--- config.mk ---
export PLATFORM = sky130hd
export DESIGN_NAME = cxf_top
export DESIGN_NICKNAME = d
export VERILOG_FILES = /design/src/rtl/cxf_pkg.sv /design/src/rtl/cxf_linebuf.sv /design/src/rtl/cxf_context.sv /design/src/rtl/cxf_outreg.sv /design/src/rtl/cxf_top.sv
export SDC_FILE = /design/constraint.sdc
export NUM_CORES = 1
export LEC_CHECK = 0
export BUFFER_PORTS_ARGS = -buffer_cell sky130_fd_sc_hd__buf_2
export CORE_AREA = 8 8 64 107
export DETAILED_ROUTE_END_ITERATION = 8
export DIE_AREA = 0 0 72 115
export RECOVER_POWER = 25
export SYNTH_ARGS = -nofsm -noshare
export SYNTH_HDL_FRONTEND = slang
export SYNTH_HIERARCHICAL = 1
export SYNTH_SLANG_ARGS = --single-unit
--- constraint.sdc ---
create_clock -name clk -period 5.3 [get_ports clk]
set_input_delay 1.06 -clock clk [delete_from_list [all_inputs] [get_ports clk]]
set_output_delay 1.06 -clock clk [all_outputs]
set_load 0.05 [all_outputs]
--- src/rtl/cxf_pkg.sv ---
package cxf_pkg;

  // 2x2 neighbourhood around the pixel being encoded
  typedef struct packed {
    logic up_left;
    logic up;
    logic left;
    logic here;
  } nbhd_t;

  // Corner bit: set when exactly one of the row-to-row transition
  // conditions holds, i.e. the parity of the four pixels.
  function automatic logic corner_bit(input nbhd_t n);
    logic top_edge;
    logic cur_edge;
    top_edge = n.up_left ^ n.up;
    cur_edge = n.left ^ n.here;
    return top_edge ^ cur_edge;
  endfunction

  // Next column index with wrap at the row width
  function automatic int unsigned col_step(input int unsigned c, input int unsigned w);
    return (c + 1 >= w) ? 0 : c + 1;
  endfunction

endpackage

--- src/rtl/cxf_linebuf.sv ---
module cxf_linebuf #(
  parameter int WIDTH = 16,
  localparam int COL_W = (WIDTH > 1) ? $clog2(WIDTH) : 1
) (
  input  logic             clk,
  input  logic             rst_n,
  input  logic             wr_en,
  input  logic [COL_W-1:0] addr,
  input  logic             wr_bit,
  output logic             rd_bit
);

  logic [WIDTH-1:0] bits_q;

  // one storage flop per column, written at the shared read/write address
  for (genvar i = 0; i < WIDTH; i++) begin : g_col
    logic hit;
    assign hit = wr_en && (addr == COL_W'(i));
    always_ff @(posedge clk) begin
      if (!rst_n)
        bits_q[i] <= 1'b0;
      else if (hit)
        bits_q[i] <= wr_bit;
    end
  end

  assign rd_bit = bits_q[addr];

  AST_BUF_FROZEN: assert property (@(posedge clk) disable iff (!rst_n)
    !wr_en |=> $stable(bits_q));

endmodule

--- src/rtl/cxf_context.sv ---
module cxf_context
  import cxf_pkg::*;
#(
  parameter int WIDTH = 16,
  localparam int COL_W = (WIDTH > 1) ? $clog2(WIDTH) : 1
) (
  input  logic             clk,
  input  logic             rst_n,
  input  logic             adv,
  input  logic             row_start,
  input  logic             frame_start,
  input  logic             pix,
  input  logic             above_raw,
  output logic [COL_W-1:0] col_addr,
  output logic             top_row,
  output nbhd_t            nb
);

  logic [COL_W-1:0] col_q;
  logic             left_q;
  logic             upl_q;
  logic             top_q;
  logic             above_eff;

  // column 0 on a row marker; otherwise continue along the row
  assign col_addr  = row_start ? '0 : col_q;
  assign top_row   = frame_start ? 1'b1 : (row_start ? 1'b0 : top_q);
  assign above_eff = top_row ? 1'b0 : above_raw;

  always_comb begin
    nb.here    = pix;
    nb.up      = above_eff;
    nb.left    = row_start ? 1'b0 : left_q;
    nb.up_left = (row_start || top_row) ? 1'b0 : upl_q;
  end

  always_ff @(posedge clk) begin
    if (!rst_n) begin
      col_q  <= '0;
      left_q <= 1'b0;
      upl_q  <= 1'b0;
      top_q  <= 1'b1;
    end else if (adv) begin
      col_q  <= COL_W'(col_step(int'(col_addr), WIDTH));
      left_q <= pix;
      upl_q  <= above_eff;
      top_q  <= top_row;
    end
  end

  AST_CTX_FROZEN: assert property (@(posedge clk) disable iff (!rst_n)
    !adv |=> $stable(col_q) && $stable(left_q) && $stable(upl_q) && $stable(top_q));

  AST_COL_BOUND: assert property (@(posedge clk) disable iff (!rst_n)
    int'(col_q) < WIDTH);

  AST_NEW_ROW_COL0: assert property (@(posedge clk) disable iff (!rst_n)
    adv && row_start |=> col_q == COL_W'(col_step(0, WIDTH)));

endmodule

--- src/rtl/cxf_outreg.sv ---
module cxf_outreg (
  input  logic clk,
  input  logic rst_n,
  input  logic take,
  input  logic corner_in,
  input  logic out_ready,
  output logic out_valid,
  output logic out_corner,
  output logic can_take
);

  logic valid_q;
  logic corner_q;

  assign can_take   = !valid_q || out_ready;
  assign out_valid  = valid_q;
  assign out_corner = corner_q;

  always_ff @(posedge clk) begin
    if (!rst_n) begin
      valid_q  <= 1'b0;
      corner_q <= 1'b0;
    end else if (take) begin
      valid_q  <= 1'b1;
      corner_q <= corner_in;
    end else if (out_ready) begin
      valid_q  <= 1'b0;
    end
  end

  AST_OUT_HELD: assert property (@(posedge clk) disable iff (!rst_n)
    out_valid && !out_ready |=> out_valid && $stable(out_corner));

  AST_ONE_CYCLE: assert property (@(posedge clk) disable iff (!rst_n)
    take |=> out_valid);

  AST_DRAINS: assert property (@(posedge clk) disable iff (!rst_n)
    !take && out_ready |=> !out_valid);

endmodule

--- src/rtl/cxf_top.sv ---
module cxf_top
  import cxf_pkg::*;
#(
  parameter int WIDTH = 16,
  localparam int COL_W = (WIDTH > 1) ? $clog2(WIDTH) : 1
) (
  input  logic clk,
  input  logic rst_n,
  input  logic in_valid,
  output logic in_ready,
  input  logic in_pixel,
  input  logic in_row_start,
  input  logic in_frame_start,
  output logic out_valid,
  input  logic out_ready,
  output logic out_corner
);

  logic             take;
  logic             can_take;
  logic             buf_rd;
  logic             top_row;
  logic [COL_W-1:0] col_addr;
  nbhd_t            nb;
  logic             corner_now;

  assign in_ready   = can_take;
  assign take       = in_valid && can_take;
  assign corner_now = corner_bit(nb);

  cxf_linebuf #(.WIDTH(WIDTH)) u_buf (
    .clk    (clk),
    .rst_n  (rst_n),
    .wr_en  (take),
    .addr   (col_addr),
    .wr_bit (in_pixel),
    .rd_bit (buf_rd)
  );

  cxf_context #(.WIDTH(WIDTH)) u_ctx (
    .clk         (clk),
    .rst_n       (rst_n),
    .adv         (take),
    .row_start   (in_row_start || in_frame_start),
    .frame_start (in_frame_start),
    .pix         (in_pixel),
    .above_raw   (buf_rd),
    .col_addr    (col_addr),
    .top_row     (top_row),
    .nb          (nb)
  );

  cxf_outreg u_out (
    .clk        (clk),
    .rst_n      (rst_n),
    .take       (take),
    .corner_in  (corner_now),
    .out_ready  (out_ready),
    .out_valid  (out_valid),
    .out_corner (out_corner),
    .can_take   (can_take)
  );

  AST_FRAME_FIRST: assert property (@(posedge clk) disable iff (!rst_n)
    take && in_frame_start |=> out_corner == $past(in_pixel));

  AST_ROW_FIRST: assert property (@(posedge clk) disable iff (!rst_n)
    take && in_row_start && !in_frame_start && !top_row
      |=> out_corner == ($past(in_pixel) ^ $past(buf_rd)));

  AST_TOP_ROW_ZERO: assert property (@(posedge clk) disable iff (!rst_n)
    take && top_row |-> !nb.up && !nb.up_left);

endmodule

==> metrics <==
Worst path max stage delay roughly 0.75 ns; cell area after layout 1420 um^2; die height 115 um; Reg clk slew, reported paths 0.08 ns; port buffer count 9; fin. max-slew vios 0; mapped cell area between 1000 and 1500 um^2; DRT iter0 DRCs 83; final clock period utilization by the worst path around 69%; largest net degree at the start of global routing 20; TritonCTS Buffers 3; CTS HTree Levels 1; total design power 0.000341 W; GPL Wtd Cong between 0.8 and 0.9; Crit path buffers/inverters 1; most used cell, CP nor2b_1; final-report hold violation count 0; Hold Path Origin u_buf/bits_q[2]$_SDFFE_PN0P_; share of post-route cells with drive strength above 1 approximately 13%; dpl hpwl 2400 um; Static Leak roughly 0.52 nW; root buffer cell clkbuf_8; Power Density approximately 240 nW/um^2; final design utilization between 20% and 30%; Worst-Margin Slew between 0.9 and 1 ns; vias in the first global route approximately 1.1k; CP required roughly 5.5 ns; vias 1116; crit-path leading delay family simple AND/OR/NAND/NOR gates; post-cts repair resize count 0; Die X just over 70 um; residual DRC count 0; I/O pin count 10; core region area around 5500 um^2; minimum clock period ~3.7 ns; first-pass GRT wire length ~5300 um; # fillers a little over 600; worst r2r src u_ctx/col_q[0]$_SDFFE_PN0P_; initial antenna violation count 0; Area Growth Syn to Fin 8.12%; hold crit path type flop to flop; CP max FO 13; Post CTS Setup Buffer Count 0; DRT antenna net count 0; placed cell areas between 1000 and 1500 um^2; Overflow after GRT 0; worst setup path start in_frame_start; number of warning messages in the yosys log 6; die area ~8300 um^2; max cap viols 0; setup TNS 0 ns; Routed WL between 3000 and 4000 um; clk_skew about 0.0021 ns; Worst Setup Start Kind input port; syn_nets around 160; Peak VDD IR 0.0000830 V; Starting Density around a quarter; critical path arrival 3.85 ns; Worst setup EP type flop; outcome complete, no violations; clock sink count 25; Initial DRT Pass Iterations 4; slowest stage cell, crit path nor2b_1; RSZ-0062 raised after global routing no; layout net count roughly 160; # rows 36; cts hold-fix bufs 0; Setup violations, final 0; Mean Syn Cell Area 8.85 um^2; Avg WL per Cell about 14 um; worst path cell trace buf_2 -> or2_2 -> nor2b_1 -> mux4_1 -> a22oi_1 -> nand3_1 -> and2_1 -> xor2_1 -> xnor2_1 -> mux2i_1 -> nor2b_1; Synth Instances roughly 150; total track usage under 10%; slew margin rel. roughly 38%; TritonCTS clock tree yes; Clk Latency, worst-skew pair 0.26 ns; CP Class input port to flop; antenna cells 0; Max clock buf depth 2; Via-to-Cell Ratio roughly 4.9; fmax about 0.27 GHz
[power breakdown]
part	internal, W	switching, W
sequential	0.000191	0.00000261
combinational	0.0000121	0.0000244
clock	0.0000536	0.0000567
total	0.000257	0.0000837
[sequential cells by signal (all words and copies together) (netlist names)]
signal	count
u_ctx/col_q	4
u_out/out_valid	1
u_out/out_corner	1
u_ctx/top_q	1
u_buf/bits_q	16
u_ctx/left_q	1
u_ctx/upl_q	1
[cell type report]
| type | count | area, um^2 | area share [%] |
|---|---|---|---|
| timing repair buffer | 9 | 42.5 | 3.00 |
| clock buffer | 4 | 45.0 | 3.18 |
| inverter | 5 | 18.8 | 1.33 |
| sequential | 25 | 500 | 35.3 |
| tap | 76 | 95.1 | 6.71 |
| multi-input combinational | 107 | 714 | 50.4 |
[metal layers]
layer	track usage [%]	vias up	wire length [um]
li1	-	541	-
met1	7.36	539	1190
met2	15.6	27	1760
met3	1.92	9	139
met4	5.21	0	102
met5	0	-	0
[cells in the final DEF, fill, tap and decap left out, drive strengths merged, types with 2 or more instances in the layout]
master	instances
nor2b	5
dfxtp	25
nand2b	3
a21oi	18
a22oi	2
o211ai	2
mux2i	2
and2b	3
xnor2	2
and3	3
o21ai	17
buf	7
nor2	4
or2	2
nand3b	2
and3b	2
inv	5
nand3	15
nand4	4
and2	3
mux4	4
nand2	5
clkbuf	6
[path summary, 6_finish.rpt]
path | to | slack [ns] | cells past startpoint
max reg2reg | u_out/out_corner$_SDFFE_PN0P_ | 2.51 | 9
max | u_out/out_corner$_SDFFE_PN0P_ | 1.65 | 11
min reg2reg | u_buf/bits_q[2]$_SDFFE_PN0P_ | 0.49 | 2
min | u_buf/bits_q[2]$_SDFFE_PN0P_ | 0.49 | 2
[tightest hold or removal path, cell delays in order, from the launching register on]
cell and delay, ns:
dfxtp_1 0.31, o21ai_0 0.07, a21oi_1 0.06
[per-stage QoR]
stage | hold slack (ns) | setup slack (ns) | std cells
after detailed placement | 0.468 | 1.36 | 222
after floorplan | 0.449 | 1.90 | 148
after global placement | 0.464 | 1.38 | 222
final | 0.487 | 1.65 | 226
after global routing | 0.506 | 1.36 | 226
after CTS | 0.480 | 1.64 | 226
Note: power is estimated with default switching activity, not from simulation.
